## config.mk

```make
export PLATFORM = sky130hd
export DESIGN_NAME = ost_timer
export DESIGN_NICKNAME = d
export VERILOG_FILES = /design/src/rtl/ost_pkg.sv /design/src/rtl/ost_edge.sv /design/src/rtl/ost_cnt_up.sv /design/src/rtl/ost_cnt_down.sv /design/src/rtl/ost_timer.sv
export SDC_FILE = /design/constraint.sdc
export NUM_CORES = 1
export LEC_CHECK = 0
export CAP_MARGIN = 10
export CORE_ASPECT_RATIO = 0.75
export CORE_UTILIZATION = 55
export CTS_BUF_LIST = sky130_fd_sc_hd__clkbuf_4 sky130_fd_sc_hd__clkbuf_8
export DETAILED_ROUTE_END_ITERATION = 16
export GPL_ROUTABILITY_DRIVEN = 0
export PLACE_DENSITY = 0.78
export SLEW_MARGIN = 40
export SYNTH_ARGS = -nofsm -noshare
export SYNTH_HDL_FRONTEND = slang
export SYNTH_SLANG_ARGS = --single-unit
export TNS_END_PERCENT = 20
```

## constraint.sdc

```tcl
create_clock -name clk -period 2.2 [get_ports clk]
set_input_delay 0.33 -clock clk [delete_from_list [all_inputs] [get_ports clk]]
set_output_delay 0.33 -clock clk [all_outputs]
set_load 0.02 [all_outputs]
```

## src/rtl/ost_pkg.sv

```systemverilog
package ost_pkg;

    typedef enum logic {
        CNT_UP   = 1'b0,
        CNT_DOWN = 1'b1
    } cnt_style_e;

    typedef struct packed {
        logic busy;
        logic done;
    } ctl_state_t;

endpackage

```

## src/rtl/ost_edge.sv

```systemverilog
module ost_edge (
    input  logic clk,
    input  logic rst,
    input  logic sig,
    output logic rise
);
    typedef struct packed {
        logic prev;
    } edge_state_t;

    edge_state_t st_d, st_q;

    always_comb begin
        st_d      = st_q;
        st_d.prev = sig;
    end

    // prev starts high so a level already present at reset is not an edge
    always_ff @(posedge clk) begin
        if (rst) st_q.prev <= 1'b1;
        else     st_q      <= st_d;
    end

    assign rise = sig & ~st_q.prev;
endmodule

```

## src/rtl/ost_cnt_up.sv

```systemverilog
module ost_cnt_up #(
    parameter int CNT_W = 26
) (
    input  logic             clk,
    input  logic             rst,
    input  logic             load,
    input  logic [CNT_W-1:0] delay,
    input  logic             run,
    output logic             term
);
    typedef struct packed {
        logic [CNT_W-1:0] cnt;
        logic [CNT_W-1:0] cmp;
        logic             term;
    } up_state_t;

    up_state_t st_d, st_q;

    always_comb begin
        st_d      = st_q;
        st_d.term = 1'b0;
        if (load) begin
            st_d.cnt  = '0;
            // one cycle is taken back for the registered match
            st_d.cmp  = delay - CNT_W'(1);
            st_d.term = (delay == '0);
        end else if (run) begin
            st_d.term = (st_q.cnt == st_q.cmp);
            if (st_q.cnt != st_q.cmp) st_d.cnt = st_q.cnt + CNT_W'(1);
        end
    end

    always_ff @(posedge clk) begin
        if (rst) st_q <= '0;
        else     st_q <= st_d;
    end

    assign term = st_q.term;
endmodule

```

## src/rtl/ost_cnt_down.sv

```systemverilog
module ost_cnt_down #(
    parameter int CNT_W = 26
) (
    input  logic             clk,
    input  logic             rst,
    input  logic             load,
    input  logic [CNT_W-1:0] delay,
    input  logic             run,
    output logic             term
);
    typedef struct packed {
        logic [CNT_W-1:0] cnt;
        logic             term;
    } dn_state_t;

    dn_state_t st_d, st_q;

    always_comb begin
        st_d      = st_q;
        st_d.term = 1'b0;
        if (load) begin
            // preset one below the delay to cover the registered zero flag
            st_d.cnt  = delay - CNT_W'(1);
            st_d.term = (delay == '0);
        end else if (run) begin
            st_d.term = (st_q.cnt == '0);
            if (st_q.cnt != '0) st_d.cnt = st_q.cnt - CNT_W'(1);
        end
    end

    always_ff @(posedge clk) begin
        if (rst) st_q <= '0;
        else     st_q <= st_d;
    end

    assign term = st_q.term;
endmodule

```

## src/rtl/ost_timer.sv

```systemverilog
module ost_timer #(
    parameter int                  CNT_W = 26,
    parameter ost_pkg::cnt_style_e STYLE = ost_pkg::CNT_UP
) (
    input  logic             clk,
    input  logic             rst,
    input  logic             clr_n,
    input  logic             trig,
    input  logic [CNT_W-1:0] delay,
    output logic             done,
    output logic             busy
);
    import ost_pkg::*;

    logic       rise;
    logic       accept;
    logic       run;
    logic       term;
    ctl_state_t st_d, st_q;

    ost_edge u_edge (
        .clk  (clk),
        .rst  (rst),
        .sig  (trig),
        .rise (rise)
    );

    generate
        if (STYLE == CNT_DOWN) begin : g_down
            ost_cnt_down #(.CNT_W(CNT_W)) u_cnt (
                .clk (clk), .rst (rst), .load (accept),
                .delay (delay), .run (run), .term (term)
            );
        end else begin : g_up
            ost_cnt_up #(.CNT_W(CNT_W)) u_cnt (
                .clk (clk), .rst (rst), .load (accept),
                .delay (delay), .run (run), .term (term)
            );
        end
    endgenerate

    assign accept = rise & ~st_q.busy;
    assign run    = st_q.busy & ~term;

    always_comb begin
        st_d = st_q;
        if (accept)    st_d.busy = 1'b1;
        else if (term) st_d.busy = 1'b0;
        // flag acts as a set-only flop; the clear wins
        if (!clr_n)    st_d.done = 1'b0;
        else if (term) st_d.done = 1'b1;
    end

    always_ff @(posedge clk) begin
        if (rst) st_q <= '0;
        else     st_q <= st_d;
    end

    assign done = st_q.done;
    assign busy = st_q.busy;
endmodule

```

==> results of run 1 <==
[what timing repair did]
action | CTS | global route
resized for setup | 4 | 1
hold endpoints to repair | 0 | 0
pin swaps | 7 | 1
buffers inserted | 2 | 0
setup endpoints to repair | 1 | 10
[cells in the mapped netlist (2+ instances only)]
master,instances,area share
sky130_fd_sc_hd__nor4_1,11,0.022
sky130_fd_sc_hd__and3_1,4,0.0081
sky130_fd_sc_hd__a21oi_1,18,0.029
sky130_fd_sc_hd__xor2_1,35,0.099
sky130_fd_sc_hd__nand2_1,29,0.035
sky130_fd_sc_hd__clkbuf_2,2,0.0032
sky130_fd_sc_hd__nor3b_1,2,0.0049
sky130_fd_sc_hd__nor3_2,2,0.0065
sky130_fd_sc_hd__o21ai_0,16,0.026
sky130_fd_sc_hd__nand4_1,8,0.016
sky130_fd_sc_hd__a211oi_2,2,0.0081
sky130_fd_sc_hd__and2_1,2,0.0041
sky130_fd_sc_hd__nor2_1,43,0.052
sky130_fd_sc_hd__nor4_4,2,0.014
sky130_fd_sc_hd__buf_2,2,0.0032
sky130_fd_sc_hd__or4_1,10,0.024
sky130_fd_sc_hd__ha_1,2,0.0081
sky130_fd_sc_hd__o211ai_1,4,0.0097
sky130_fd_sc_hd__nor2_4,2,0.0073
sky130_fd_sc_hd__nor3_1,10,0.016
sky130_fd_sc_hd__clkbuf_1,13,0.016
sky130_fd_sc_hd__nand3_1,14,0.023
sky130_fd_sc_hd__inv_1,5,0.0061
sky130_fd_sc_hd__o31ai_1,5,0.012
sky130_fd_sc_hd__nand2b_1,2,0.0041
sky130_fd_sc_hd__or4_4,2,0.0073
sky130_fd_sc_hd__mux2i_1,2,0.0065
sky130_fd_sc_hd__buf_4,2,0.0049
sky130_fd_sc_hd__dfxtp_1,56,0.36
sky130_fd_sc_hd__or3_1,15,0.030
sky130_fd_sc_hd__xnor2_1,11,0.031
sky130_fd_sc_hd__or3_2,2,0.0049
sky130_fd_sc_hd__or2_2,3,0.0061
sky130_fd_sc_hd__a311oi_1,4,0.011
sky130_fd_sc_hd__a211oi_1,19,0.046
[layout by cell type (no fill, tap or decap), drive strengths merged, types with 3 or more instances in the layout]
master / Yosys / final
o31ai: 5 / 5
and3: 4 / 4
o211ai: 4 / 4
nand4: 9 / 9
a211oi: 21 / 21
nand2: 29 / 29
xor2: 35 / 35
or2: 4 / 4
buf: 4 / 47
a311oi: 4 / 4
a21oi: 18 / 18
o21ai: 17 / 17
xnor2: 11 / 11
dlygate4sd2: 0 / 3
clkbuf: 15 / 5
or3: 17 / 17
dfxtp: 56 / 56
nor3: 12 / 12
nor2: 46 / 46
inv: 5 / 5
nand3: 14 / 14
or4: 12 / 12
nor4: 13 / 13
clkdlybuf4s50: 0 / 28
[routing by layer]
metal / track usage / part of all wire / routed length (um) / up-vias
met2: 0.478 / 0.46 / 3510 / 65
li1: - / - / - / 1465
met5: 0 / 0 / 0 / -
met3: 0.0483 / 0.051 / 393 / 11
met4: 0.0927 / 0.016 / 121 / 0
met1: 0.373 / 0.48 / 3670 / 1403
[flip-flops by register name (all words and copies together) (netlist names)]
name,flops
g_up.u_cnt.st_q,52
busy,1
done,1
g_up.u_cnt.term,1
u_edge.st_q,1
[logic make-up after synthesis]
family	synth area share
mux	0.00649
fa+ha+maj	0.00811
simple gates	0.308
xor+xnor	0.131
compound gates	0.151
buf+inv	0.0332
flops	0.363
[worst max-delay path by stage]
stage / from / endpoint / slack, ps / cells after the start
floorplan: delay[13] / g_up.u_cnt.st_q[25] / 190 / 6
global placement: delay[13] / g_up.u_cnt.st_q[26] / -250 / 7
detailed placement: delay[13] / g_up.u_cnt.st_q[24] / -320 / 7
CTS: delay[12] / g_up.u_cnt.st_q[24] / 20 / 7
global route: g_up.u_cnt.st_q[33] / g_up.u_cnt.st_q[45] / 30 / 5
finish: delay[12] / g_up.u_cnt.st_q[24] / 140 / 7
[where the power goes]
part / switching (mW) / internal (mW)
sequential: 0.0228 / 1.04
clock: 0.317 / 0.207
combinational: 0.150 / 0.148
[area by class of cell]
type                       count  area share
tap                           75      0.0243
inverter                       5     0.00486
clock buffer                   5      0.0178
timing repair buffer          78       0.177
multi-input combinational    291       0.486
sequential                    56       0.290
[tightest hold or removal path, stage by stage (launching register included)]
cell                      delay, ps
sky130_fd_sc_hd__dfxtp_1        320
sky130_fd_sc_hd__nor2_1          80
sky130_fd_sc_hd__nor3b_1         50
[through the flow]
stage | hold slack, ps | setup TNS [ps] | util | cells
after floorplan | 426 | 0 | - | 371
after global placement | 478 | -1820 | 0.701 | 503
after detailed placement | 483 | -2510 | 0.701 | 503
after CTS | 496 | 0 | 0.717 | 510
after global routing | 508 | 0 | 0.718 | 510
final | 492 | 0 | 0.718 | 510
==> impl_metrics.prom, run 1 <==
# TYPE chip_impl_metric gauge
chip_impl_info{name="run_status",value="complete, no violations"} 1
chip_impl_metric{name="layout_worst_path_cycle_share",unit=""} 0.935
chip_impl_info{name="crit_top_cell",value="sky130_fd_sc_hd__or4_4"} 1
chip_impl_metric{name="multi_input_combinational_cell_area",unit="um^2"} 1880
chip_impl_metric{name="num_io_pins",unit=""} 32
chip_impl_metric{name="core_area",unit="um^2"} 5380
chip_impl_metric{name="slew_headroom",unit=""} 0.658
chip_impl_metric{name="synth-seq-area-share",unit=""} 0.363
chip_impl_metric{name="firstDrtPassIters",unit=""} 5
chip_impl_metric{name="tritoncts_num_sinks",unit=""} 56
chip_impl_metric{name="post_cts_hold_buffer_count",unit=""} 0
chip_impl_metric{name="crit_path_time_final",unit="ps"} 2060
chip_impl_info{name="root_buffer",value="sky130_fd_sc_hd__clkbuf_8"} 1
chip_impl_metric{name="ff2ff_path_depth",unit=""} 5
chip_impl_metric{name="clkLatencyLatePin",unit="ps"} 310
chip_impl_metric{name="worst_slack",unit="ps"} 142
chip_impl_metric{name="setup_viol",unit=""} 0
chip_impl_metric{name="ys_types",unit=""} 45
chip_impl_metric{name="share_of_cells_above_drive_strength_1",unit=""} 0.170
chip_impl_metric{name="clock-skew-final",unit="ps"} 6.93
chip_impl_info{name="critical_path.endpoint_type",value="flop"} 1
chip_impl_info{name="grt_setup_unrepaired",value="no"} 1
chip_impl_metric{name="wirelength",unit="um"} 7690
chip_impl_info{name="critical_path.reg2reg.startpoint",value="g_up.u_cnt.st_q[33]"} 1
chip_impl_info{name="cp_class",value="input pin to flop"} 1
chip_impl_metric{name="detail_route.drc_violations",unit=""} 0
chip_impl_metric{name="clockBufferDepth",unit=""} 2
chip_impl_info{name="timing.hold.worst.start",value="g_up.u_cnt.term"} 1
chip_impl_info{name="cts_tree",value="built"} 1
chip_impl_info{name="timing.hold.worst_endpoint",value="done"} 1
chip_impl_metric{name="register_area",unit="um^2"} 1120
chip_impl_metric{name="synth.avg_cell_area",unit="um^2"} 8.32
chip_impl_metric{name="floorplan.die_area",unit="um^2"} 5920
chip_impl_metric{name="filler_cell_count",unit=""} 444
chip_impl_metric{name="number_of_global_route_vias_before_repair",unit=""} 2789
chip_impl_metric{name="final-hold-violation-count",unit=""} 0
chip_impl_metric{name="grt_antenna_before_repair",unit=""} 0
chip_impl_info{name="crit_path_cell_trace",value="clkdlybuf4s50_1 > or4_4 > or4_4 > nor2_4 > nand2_1 > xor2_1 > a211oi_2"} 1
chip_impl_info{name="holdCritPathClass",value="flop to flop"} 1
chip_impl_info{name="regToRegEndpoint",value="g_up.u_cnt.st_q[45]"} 1
chip_impl_metric{name="fmaxAchievable",unit="MHz"} 486
chip_impl_metric{name="layout.cell_area.non_filler",unit="um^2"} 3860
chip_impl_metric{name="cts_max_level",unit=""} 2
chip_impl_metric{name="timing_worst_slew_pin_value",unit="ps"} 508
chip_impl_metric{name="starting_density_of_the_core",unit=""} 0.574
chip_impl_metric{name="power-per-cell-area",unit="nW/um^2"} 488
chip_impl_metric{name="edff_count_synth",unit=""} 0
chip_impl_metric{name="grt_overflow",unit=""} 0
chip_impl_info{name="worst_path_dominant_cell_family",value="simple AND/OR/NAND/NOR gates"} 1
chip_impl_metric{name="critical_path.max_fanout",unit=""} 5
chip_impl_metric{name="cp_data_required_time",unit="ps"} 2440
chip_impl_metric{name="ff2ff_setup_slack",unit="ps"} 140
chip_impl_metric{name="detailed_place.area",unit="um^2"} 3770
chip_impl_metric{name="grt_pass1_wl",unit="um"} 12800
chip_impl_metric{name="peakVddDrop",unit="mV"} 0.278
chip_impl_metric{name="worstHoldPathCells",unit=""} 2
chip_impl_metric{name="post_synth_inst_count",unit=""} 371
chip_impl_metric{name="grt_usage",unit=""} 0.286
chip_impl_metric{name="arrival",unit="ps"} 2290
chip_impl_metric{name="async_reset_ff_frac",unit=""} 0
chip_impl_metric{name="syn_nets",unit=""} 403
chip_impl_metric{name="final_antenna_net_count",unit=""} 0
chip_impl_metric{name="dp_hpwl",unit="um"} 5770
chip_impl_metric{name="cts_buffers",unit=""} 5
chip_impl_metric{name="detail_route.vias_per_cell",unit=""} 5.77
chip_impl_metric{name="synth-seq-cells",unit=""} 56
chip_impl_metric{name="max_cap_viol_count",unit=""} 0
chip_impl_metric{name="die_y",unit="um"} 66.9
chip_impl_metric{name="p_leak",unit="nW"} 1.46
chip_impl_metric{name="vias",unit=""} 2944
chip_impl_metric{name="n_antenna_cell",unit=""} 0
chip_impl_metric{name="path_buf_inv",unit=""} 1
chip_impl_metric{name="wl_per_cell",unit="um"} 15.1
chip_impl_metric{name="max_stage_delay",unit="ps"} 510
chip_impl_metric{name="floorplan.die.width",unit="um"} 88.5
chip_impl_metric{name="fp-row-count",unit=""} 23
chip_impl_metric{name="final_nets",unit=""} 469
chip_impl_metric{name="syn-cell-area",unit="um^2"} 3090
chip_impl_metric{name="pin_count_of_the_biggest_net_entering_global_routing",unit=""} 43
chip_impl_metric{name="slew_violations",unit=""} 0
chip_impl_info{name="ys.flop_type",value="sky130_fd_sc_hd__dfxtp_1"} 1
chip_impl_metric{name="placement.io_buffers",unit=""} 31
chip_impl_metric{name="area_growth_syn_to_layout",unit="%"} 25.2
chip_impl_metric{name="clock_transition_at_path_regs",unit="ps"} 90
chip_impl_info{name="start_kind",value="input pin"} 1
chip_impl_metric{name="total_power",unit="mW"} 1.89
chip_impl_metric{name="first_iter_violations",unit=""} 198
chip_impl_info{name="critical-path-slowest-cell",value="sky130_fd_sc_hd__or4_4"} 1
chip_impl_metric{name="synthesis.yosys.warnings",unit=""} 0
chip_impl_metric{name="place_worst_setup_slack",unit="ps"} -317
No activity file was read; power rests on OpenSTA's default activity.
==> run 2: changes to the inputs <==
==> constraint.sdc (replaced) <==
create_clock -name clk -period 2.4 [get_ports clk]
set_input_delay 0.36 -clock clk [delete_from_list [all_inputs] [get_ports clk]]
set_output_delay 0.36 -clock clk [all_outputs]
set_load 0.02 [all_outputs]
==> impl_metrics.prom, run 2 (synthesized netlist as in run 1, its figures left out) <==
# TYPE chip_impl_metric gauge
chip_impl_info{name="run_status",value="complete, no violations"} 1
chip_impl_metric{name="cts_max_level",unit=""} 2
chip_impl_metric{name="multi_input_combinational_cell_area",unit="um^2"} 1870
chip_impl_metric{name="finalSetupTns",unit="ps"} 0
chip_impl_metric{name="cts_buffers",unit=""} 5
chip_impl_metric{name="share_of_cells_above_drive_strength_1",unit=""} 0.129
chip_impl_metric{name="n_antenna_cell",unit=""} 0
chip_impl_metric{name="grt_antenna_before_repair",unit=""} 0
chip_impl_info{name="crit_path_cell_trace",value="nand4_4 > or4_1 > nor2_2 > nand3_1 > or4_1 > nand2_1"} 1
chip_impl_metric{name="postCtsSetupBuffers",unit=""} 0
chip_impl_metric{name="post_cts_hold_buffer_count",unit=""} 0
chip_impl_metric{name="starting_density_of_the_core",unit=""} 0.574
chip_impl_info{name="root_buffer",value="sky130_fd_sc_hd__clkbuf_8"} 1
chip_impl_metric{name="critical_path.max_fanout",unit=""} 7
chip_impl_metric{name="dp_hpwl",unit="um"} 5700
chip_impl_metric{name="worst_slack",unit="ps"} 159
chip_impl_metric{name="numPlacedInstances",unit=""} 484
chip_impl_metric{name="slew_violations",unit=""} 0
chip_impl_info{name="critical-path-slowest-cell",value="sky130_fd_sc_hd__or4_1"} 1
chip_impl_metric{name="placement.io_buffers",unit=""} 31
chip_impl_metric{name="arrival",unit="ps"} 2490
chip_impl_info{name="cts_tree",value="built"} 1
chip_impl_metric{name="p_leak",unit="nW"} 1.36
chip_impl_info{name="grt_setup_unrepaired",value="no"} 1
chip_impl_metric{name="first_iter_violations",unit=""} 136
chip_impl_metric{name="die_y",unit="um"} 66.9
chip_impl_metric{name="grt_pass1_wl",unit="um"} 12600
chip_impl_metric{name="place_worst_setup_slack",unit="ps"} -150
chip_impl_metric{name="final_antenna_net_count",unit=""} 0
chip_impl_info{name="layout_commonest_cell",value="sky130_fd_sc_hd__dfxtp_1"} 1
chip_impl_metric{name="timing_worst_slew_pin_value",unit="ps"} 466
chip_impl_info{name="final_cell_mix",value="56 x sky130_fd_sc_hd__dfxtp_1, 43 x sky130_fd_sc_hd__nor2_1, 35 x sky130_fd_sc_hd__xor2_1"} 1
chip_impl_metric{name="grt_overflow",unit=""} 0
chip_impl_metric{name="power-per-cell-area",unit="nW/um^2"} 481
chip_impl_metric{name="clock_transition_at_path_regs",unit="ps"} 100
chip_impl_metric{name="detailed_place.area",unit="um^2"} 3620
chip_impl_metric{name="flip_flop_count_of_the_largest_register_after_layout",unit=""} 52
chip_impl_info{name="crit_top_cell",value="sky130_fd_sc_hd__or4_1"} 1
chip_impl_metric{name="instances_no_fill",unit=""} 492
chip_impl_info{name="cp_class",value="flop to flop"} 1
chip_impl_metric{name="register_area",unit="um^2"} 1120
chip_impl_metric{name="detail_route.drc_violations",unit=""} 0
chip_impl_metric{name="number_of_global_route_vias_before_repair",unit=""} 2672
chip_impl_metric{name="slew_headroom",unit=""} 0.689
chip_impl_metric{name="max_stage_delay",unit="ps"} 720
chip_impl_metric{name="final-hold-violation-count",unit=""} 0
chip_impl_metric{name="cp_data_required_time",unit="ps"} 2650
chip_impl_metric{name="fp-row-count",unit=""} 23
chip_impl_metric{name="final_nets",unit=""} 448
chip_impl_metric{name="p_sw_frac",unit=""} 0.250
chip_impl_metric{name="layout_worst_path_cycle_share",unit=""} 0.934
chip_impl_metric{name="floorplan.die_area",unit="um^2"} 5920
chip_impl_metric{name="area_growth_syn_to_layout",unit="%"} 20.4
chip_impl_metric{name="setup_viol",unit=""} 0
chip_impl_metric{name="wirelength",unit="um"} 7420
chip_impl_metric{name="clock-skew-final",unit="ps"} 3.52
chip_impl_metric{name="wl_per_cell",unit="um"} 15.1
chip_impl_metric{name="detail_route.vias_per_cell",unit=""} 5.72
chip_impl_info{name="regMostFlops",value="g_up.u_cnt.st_q"} 1
chip_impl_info{name="start_kind",value="flop"} 1
chip_impl_metric{name="clk_network_pwr_share",unit=""} 0.311
chip_impl_metric{name="clockBufferDepth",unit=""} 2
chip_impl_metric{name="firstDrtPassIters",unit=""} 4
chip_impl_metric{name="crit_path_time_final",unit="ps"} 2240
chip_impl_metric{name="tritoncts_num_sinks",unit=""} 56
chip_impl_metric{name="peakVddDrop",unit="mV"} 0.316
chip_impl_metric{name="postCtsResizedCells",unit=""} 0
chip_impl_metric{name="grt_usage",unit=""} 0.277
chip_impl_metric{name="layout.cell_area.non_filler",unit="um^2"} 3720
chip_impl_metric{name="floorplan.die.width",unit="um"} 88.5
chip_impl_metric{name="max_cap_viol_count",unit=""} 0
chip_impl_metric{name="power_frac_comb",unit=""} 0.143
chip_impl_metric{name="num_io_pins",unit=""} 32
chip_impl_metric{name="cellInternalPower",unit="mW"} 1.34
chip_impl_info{name="critical_path.endpoint_type",value="flop"} 1
chip_impl_metric{name="net-switching-power",unit="mW"} 0.448
chip_impl_metric{name="clkLatencyLatePin",unit="ps"} 300
chip_impl_metric{name="path_buf_inv",unit=""} 0
chip_impl_metric{name="vias",unit=""} 2814
chip_impl_info{name="worst_path_dominant_cell_family",value="simple AND/OR/NAND/NOR gates"} 1
chip_impl_info{name="holdCritPathClass",value="flop to flop"} 1
chip_impl_metric{name="core_area",unit="um^2"} 5380
chip_impl_metric{name="fmaxAchievable",unit="MHz"} 446
chip_impl_metric{name="filler_cell_count",unit=""} 465
chip_impl_metric{name="seq_power_share",unit=""} 0.547
chip_impl_metric{name="total_power",unit="mW"} 1.79
chip_impl_metric{name="pin_count_of_the_biggest_net_entering_global_routing",unit=""} 43
==> run 2: power groups by stage <==
stage / Clock, mW / Combinational, mW / Sequential [mW]
2_1_floorplan: 0 / 0.134 / 0.993
3_5_place_dp: 0 / 0.253 / 1.00
6_report: 0.556 / 0.255 / 0.978
3_3_place_gp: 0 / 0.247 / 0.999
4_1_cts: 0.563 / 0.255 / 0.979
5_1_grt: 0.595 / 0.280 / 0.981
==> run 2: per-layer routing <==
| layer | routed length, um | GRT usage | up-vias |
|---|---|---|---|
| met1 | 3640 | 0.383 | 1314 |
| li1 | - | - | 1436 |
| met3 | 281 | 0.0409 | 6 |
| met5 | 0 | 0 | - |
| met4 | 39 | 0.0524 | 0 |
| met2 | 3460 | 0.461 | 58 |
==> run 2: final cells by class <==
cell class / count / area share
multi-input combinational: 291 / 0.503
sequential: 56 / 0.302
timing repair buffer: 57 / 0.139
clock buffer: 8 / 0.0263
tap: 75 / 0.0252
inverter: 5 / 0.00505
==> run 2: final timing paths <==
kind / slack (ps) / start / cells after the start / end
setup / recovery: 160 / g_up.u_cnt.st_q[30] / 6 / g_up.u_cnt.st_q[47]
hold / removal: 500 / g_up.u_cnt.term / 2 / done
setup reg to reg: 160 / g_up.u_cnt.st_q[30] / 6 / g_up.u_cnt.st_q[47]
hold reg to reg: 500 / g_up.u_cnt.term / 2 / done
==> run 2: worst min-delay path: stages, from the launching register on <==
cell and delay (ps):
sky130_fd_sc_hd__dfxtp_1 330, sky130_fd_sc_hd__nor2_1 80, sky130_fd_sc_hd__nor3b_1 50
==> run 2: through the flow <==
step | utilization | hold slack (ps)
after floorplan | - | 456
after global placement | 0.673 | 473
after detailed placement | 0.673 | 494
after CTS | 0.691 | 507
after global routing | 0.691 | 542
final | 0.691 | 503
==> run 3: changes to the inputs <==
--- a/config.mk
+++ b/config.mk
@@ -12,8 +12,8 @@
 export DETAILED_ROUTE_END_ITERATION = 16
 export GPL_ROUTABILITY_DRIVEN = 0
 export PLACE_DENSITY = 0.78
-export SLEW_MARGIN = 40
+export SLEW_MARGIN = 5
 export SYNTH_ARGS = -nofsm -noshare
 export SYNTH_HDL_FRONTEND = slang
 export SYNTH_SLANG_ARGS = --single-unit
-export TNS_END_PERCENT = 20
+export TNS_END_PERCENT = 50
==> constraint.sdc (replaced) <==
create_clock -name clk -period 2.4 [get_ports clk]
set_input_delay 0.6 -clock clk [delete_from_list [all_inputs] [get_ports clk]]
set_output_delay 0.6 -clock clk [all_outputs]
set_load 0.02 [all_outputs]
==> impl_metrics.prom, run 3 (synthesized netlist as in run 1, its figures left out) <==
# TYPE chip_impl_metric gauge
chip_impl_metric{name="critical_path.max_fanout",unit=""} 5
chip_impl_metric{name="setup_viol",unit=""} 0
chip_impl_metric{name="final_antenna_net_count",unit=""} 0
chip_impl_metric{name="path_buf_inv",unit=""} 1
chip_impl_metric{name="clock-skew-final",unit="ps"} 9.58
chip_impl_metric{name="holdWs",unit="ps"} 487
chip_impl_metric{name="max_cap_viol_count",unit=""} 0
chip_impl_metric{name="share_of_cells_above_drive_strength_1",unit=""} 0.159
chip_impl_metric{name="cp_data_required_time",unit="ps"} 2640
chip_impl_metric{name="max_stage_delay",unit="ps"} 510
chip_impl_info{name="layout_commonest_cell",value="sky130_fd_sc_hd__dfxtp_1"} 1
chip_impl_metric{name="p_leak",unit="nW"} 1.43
chip_impl_info{name="crit_path_cell_trace",value="clkdlybuf4s50_1 > or4_4 > or4_4 > nor2_4 > nand3b_1 > xor2_1 > a211oi_2"} 1
chip_impl_metric{name="number_of_global_route_vias_before_repair",unit=""} 2778
chip_impl_metric{name="final-hold-violation-count",unit=""} 0
chip_impl_metric{name="core_area",unit="um^2"} 5380
chip_impl_metric{name="slew_violations",unit=""} 0
chip_impl_metric{name="grt_pass1_wl",unit="um"} 12900
chip_impl_metric{name="slew_headroom",unit=""} 0.579
chip_impl_metric{name="clkLatencyLatePin",unit="ps"} 320
chip_impl_info{name="crit_top_cell",value="sky130_fd_sc_hd__or4_4"} 1
chip_impl_metric{name="total_power",unit="mW"} 1.82
chip_impl_metric{name="starting_density_of_the_core",unit=""} 0.574
chip_impl_metric{name="final_nets",unit=""} 461
chip_impl_metric{name="groute.layer.met3.usage",unit=""} 0.0582
chip_impl_metric{name="floorplan.die.width",unit="um"} 88.5
chip_impl_info{name="critical-path-slowest-cell",value="sky130_fd_sc_hd__or4_4"} 1
chip_impl_metric{name="grt_usage",unit=""} 0.287
chip_impl_metric{name="detail_route.vias_per_cell",unit=""} 5.85
chip_impl_metric{name="pin_count_of_the_biggest_net_entering_global_routing",unit=""} 43
chip_impl_info{name="root_buffer",value="sky130_fd_sc_hd__clkbuf_8"} 1
chip_impl_metric{name="place_worst_setup_slack",unit="ps"} -400
chip_impl_info{name="start_kind",value="input pin"} 1
chip_impl_info{name="critical_path.endpoint_type",value="flop"} 1
chip_impl_metric{name="clockBufferDepth",unit=""} 2
chip_impl_metric{name="wl_per_cell",unit="um"} 15.4
chip_impl_metric{name="numPlacedInstances",unit=""} 496
chip_impl_metric{name="cts_max_level",unit=""} 2
chip_impl_metric{name="tritoncts_num_sinks",unit=""} 56
chip_impl_info{name="grt_setup_unrepaired",value="no"} 1
chip_impl_metric{name="cts_buffers",unit=""} 5
chip_impl_metric{name="die_y",unit="um"} 66.9
chip_impl_metric{name="fmaxAchievable",unit="MHz"} 434
chip_impl_metric{name="flip_flop_count_of_the_largest_register_after_layout",unit=""} 52
chip_impl_metric{name="grt_antenna_before_repair",unit=""} 0
chip_impl_metric{name="use_met2",unit=""} 0.491
chip_impl_metric{name="wirelength",unit="um"} 7760
chip_impl_metric{name="grt_overflow",unit=""} 0
chip_impl_info{name="worst_path_dominant_cell_family",value="simple AND/OR/NAND/NOR gates"} 1
chip_impl_metric{name="post_cts_hold_buffer_count",unit=""} 0
chip_impl_metric{name="clock_transition_at_path_regs",unit="ps"} 100
chip_impl_metric{name="layout_worst_path_cycle_share",unit=""} 0.960
chip_impl_metric{name="n_antenna_cell",unit=""} 0
chip_impl_metric{name="timing_worst_slew_pin_value",unit="ps"} 629
chip_impl_info{name="global_route.peak_usage_layer",value="met2"} 1
chip_impl_info{name="cp_class",value="input pin to flop"} 1
chip_impl_metric{name="peakVddDrop",unit="mV"} 0.305
chip_impl_metric{name="placement.io_buffers",unit=""} 31
chip_impl_metric{name="first_iter_violations",unit=""} 222
chip_impl_info{name="regMostFlops",value="g_up.u_cnt.st_q"} 1
chip_impl_info{name="cts_tree",value="built"} 1
chip_impl_metric{name="detail_route.drc_violations",unit=""} 0
chip_impl_metric{name="dp_hpwl",unit="um"} 5870
chip_impl_metric{name="crit_path_time_final",unit="ps"} 2300
chip_impl_metric{name="worst_slack",unit="ps"} 95.8
chip_impl_info{name="final_cell_mix",value="56 x sky130_fd_sc_hd__dfxtp_1, 43 x sky130_fd_sc_hd__nor2_1, 37 x sky130_fd_sc_hd__buf_4"} 1
chip_impl_metric{name="finalSetupTns",unit="ps"} 0
chip_impl_metric{name="vias",unit=""} 2948
chip_impl_metric{name="arrival",unit="ps"} 2550
chip_impl_metric{name="floorplan.die_area",unit="um^2"} 5920
chip_impl_metric{name="filler_cell_count",unit=""} 460
chip_impl_metric{name="fp-row-count",unit=""} 23
chip_impl_metric{name="met1_track_utilization_from_global_routing",unit=""} 0.364
chip_impl_info{name="holdCritPathClass",value="flop to flop"} 1
chip_impl_metric{name="num_io_pins",unit=""} 32
chip_impl_metric{name="instances_no_fill",unit=""} 504
chip_impl_metric{name="power-per-cell-area",unit="nW/um^2"} 476
chip_impl_metric{name="area_growth_syn_to_layout",unit="%"} 24.1
chip_impl_info{name="run_status",value="complete, no violations"} 1
chip_impl_metric{name="firstDrtPassIters",unit=""} 4
==> run 3: changes by cell type in the layout (fill, tap and decap cells not counted), sizes merged <==
| cell | before | now |
|---|---|---|
| clkdlybuf4s50 | 31 | 28 |
| dlygate4sd2 | 0 | 3 |
| buf | 26 | 39 |
| clkbuf | 8 | 7 |
==> run 3: final cells by class <==
| type | instances | area (um^2) | area share |
|---|---|---|---|
| multi-input combinational | 291 | 1880 | 0.490 |
| clock buffer | 7 | 96.3 | 0.0252 |
| timing repair buffer | 70 | 624 | 0.163 |
| tap | 75 | 93.8 | 0.0245 |
| inverter | 5 | 18.8 | 0.00490 |
| sequential | 56 | 1120 | 0.293 |
==> run 3: per-layer routing <==
metal	wire (um)	share of wire
met3	432	0.056
met1	3600	0.46
met2	3590	0.46
met4	136	0.018
met5	0	0
==> run 3: stage by stage <==
stage,area [um^2],utilization
after global placement,3720,0.692
after CTS,3820,0.711
after global routing,3830,0.712
final,3830,0.712
after floorplan,3090,-
after detailed placement,3720,0.692
==> run 3: tightest hold or removal path, delay by kind of cell, from the launching register on <==
kind	cells	cell delay, ps
DFF	1	320
and+or+nand+nor	2	130
==> run 3: what timing repair did <==
| action | CTS | global route |
|---|---|---|
| pin swaps | 6 | 2 |
| buffers inserted | 1 | 0 |
| endpoints found under the setup margin | 5 | 7 |
| gates resized for setup | 4 | 1 |
==> run 3: path summary, 6_finish.rpt <==
check | from | to | slack, ps | depth (start not counted)
max | delay[13] | g_up.u_cnt.st_q[25] | 100 | 7
min | g_up.u_cnt.term | done | 490 | 2
max reg2reg | g_up.u_cnt.st_q[30] | g_up.u_cnt.st_q[52] | 180 | 6
min reg2reg | g_up.u_cnt.term | done | 490 | 2
==> run 3: power breakdown <==
part / switching, mW / internal (mW) / total (mW)
registers: 0.0230 / 0.956 / 0.979
clock network: 0.307 / 0.258 / 0.565
logic: 0.139 / 0.139 / 0.277
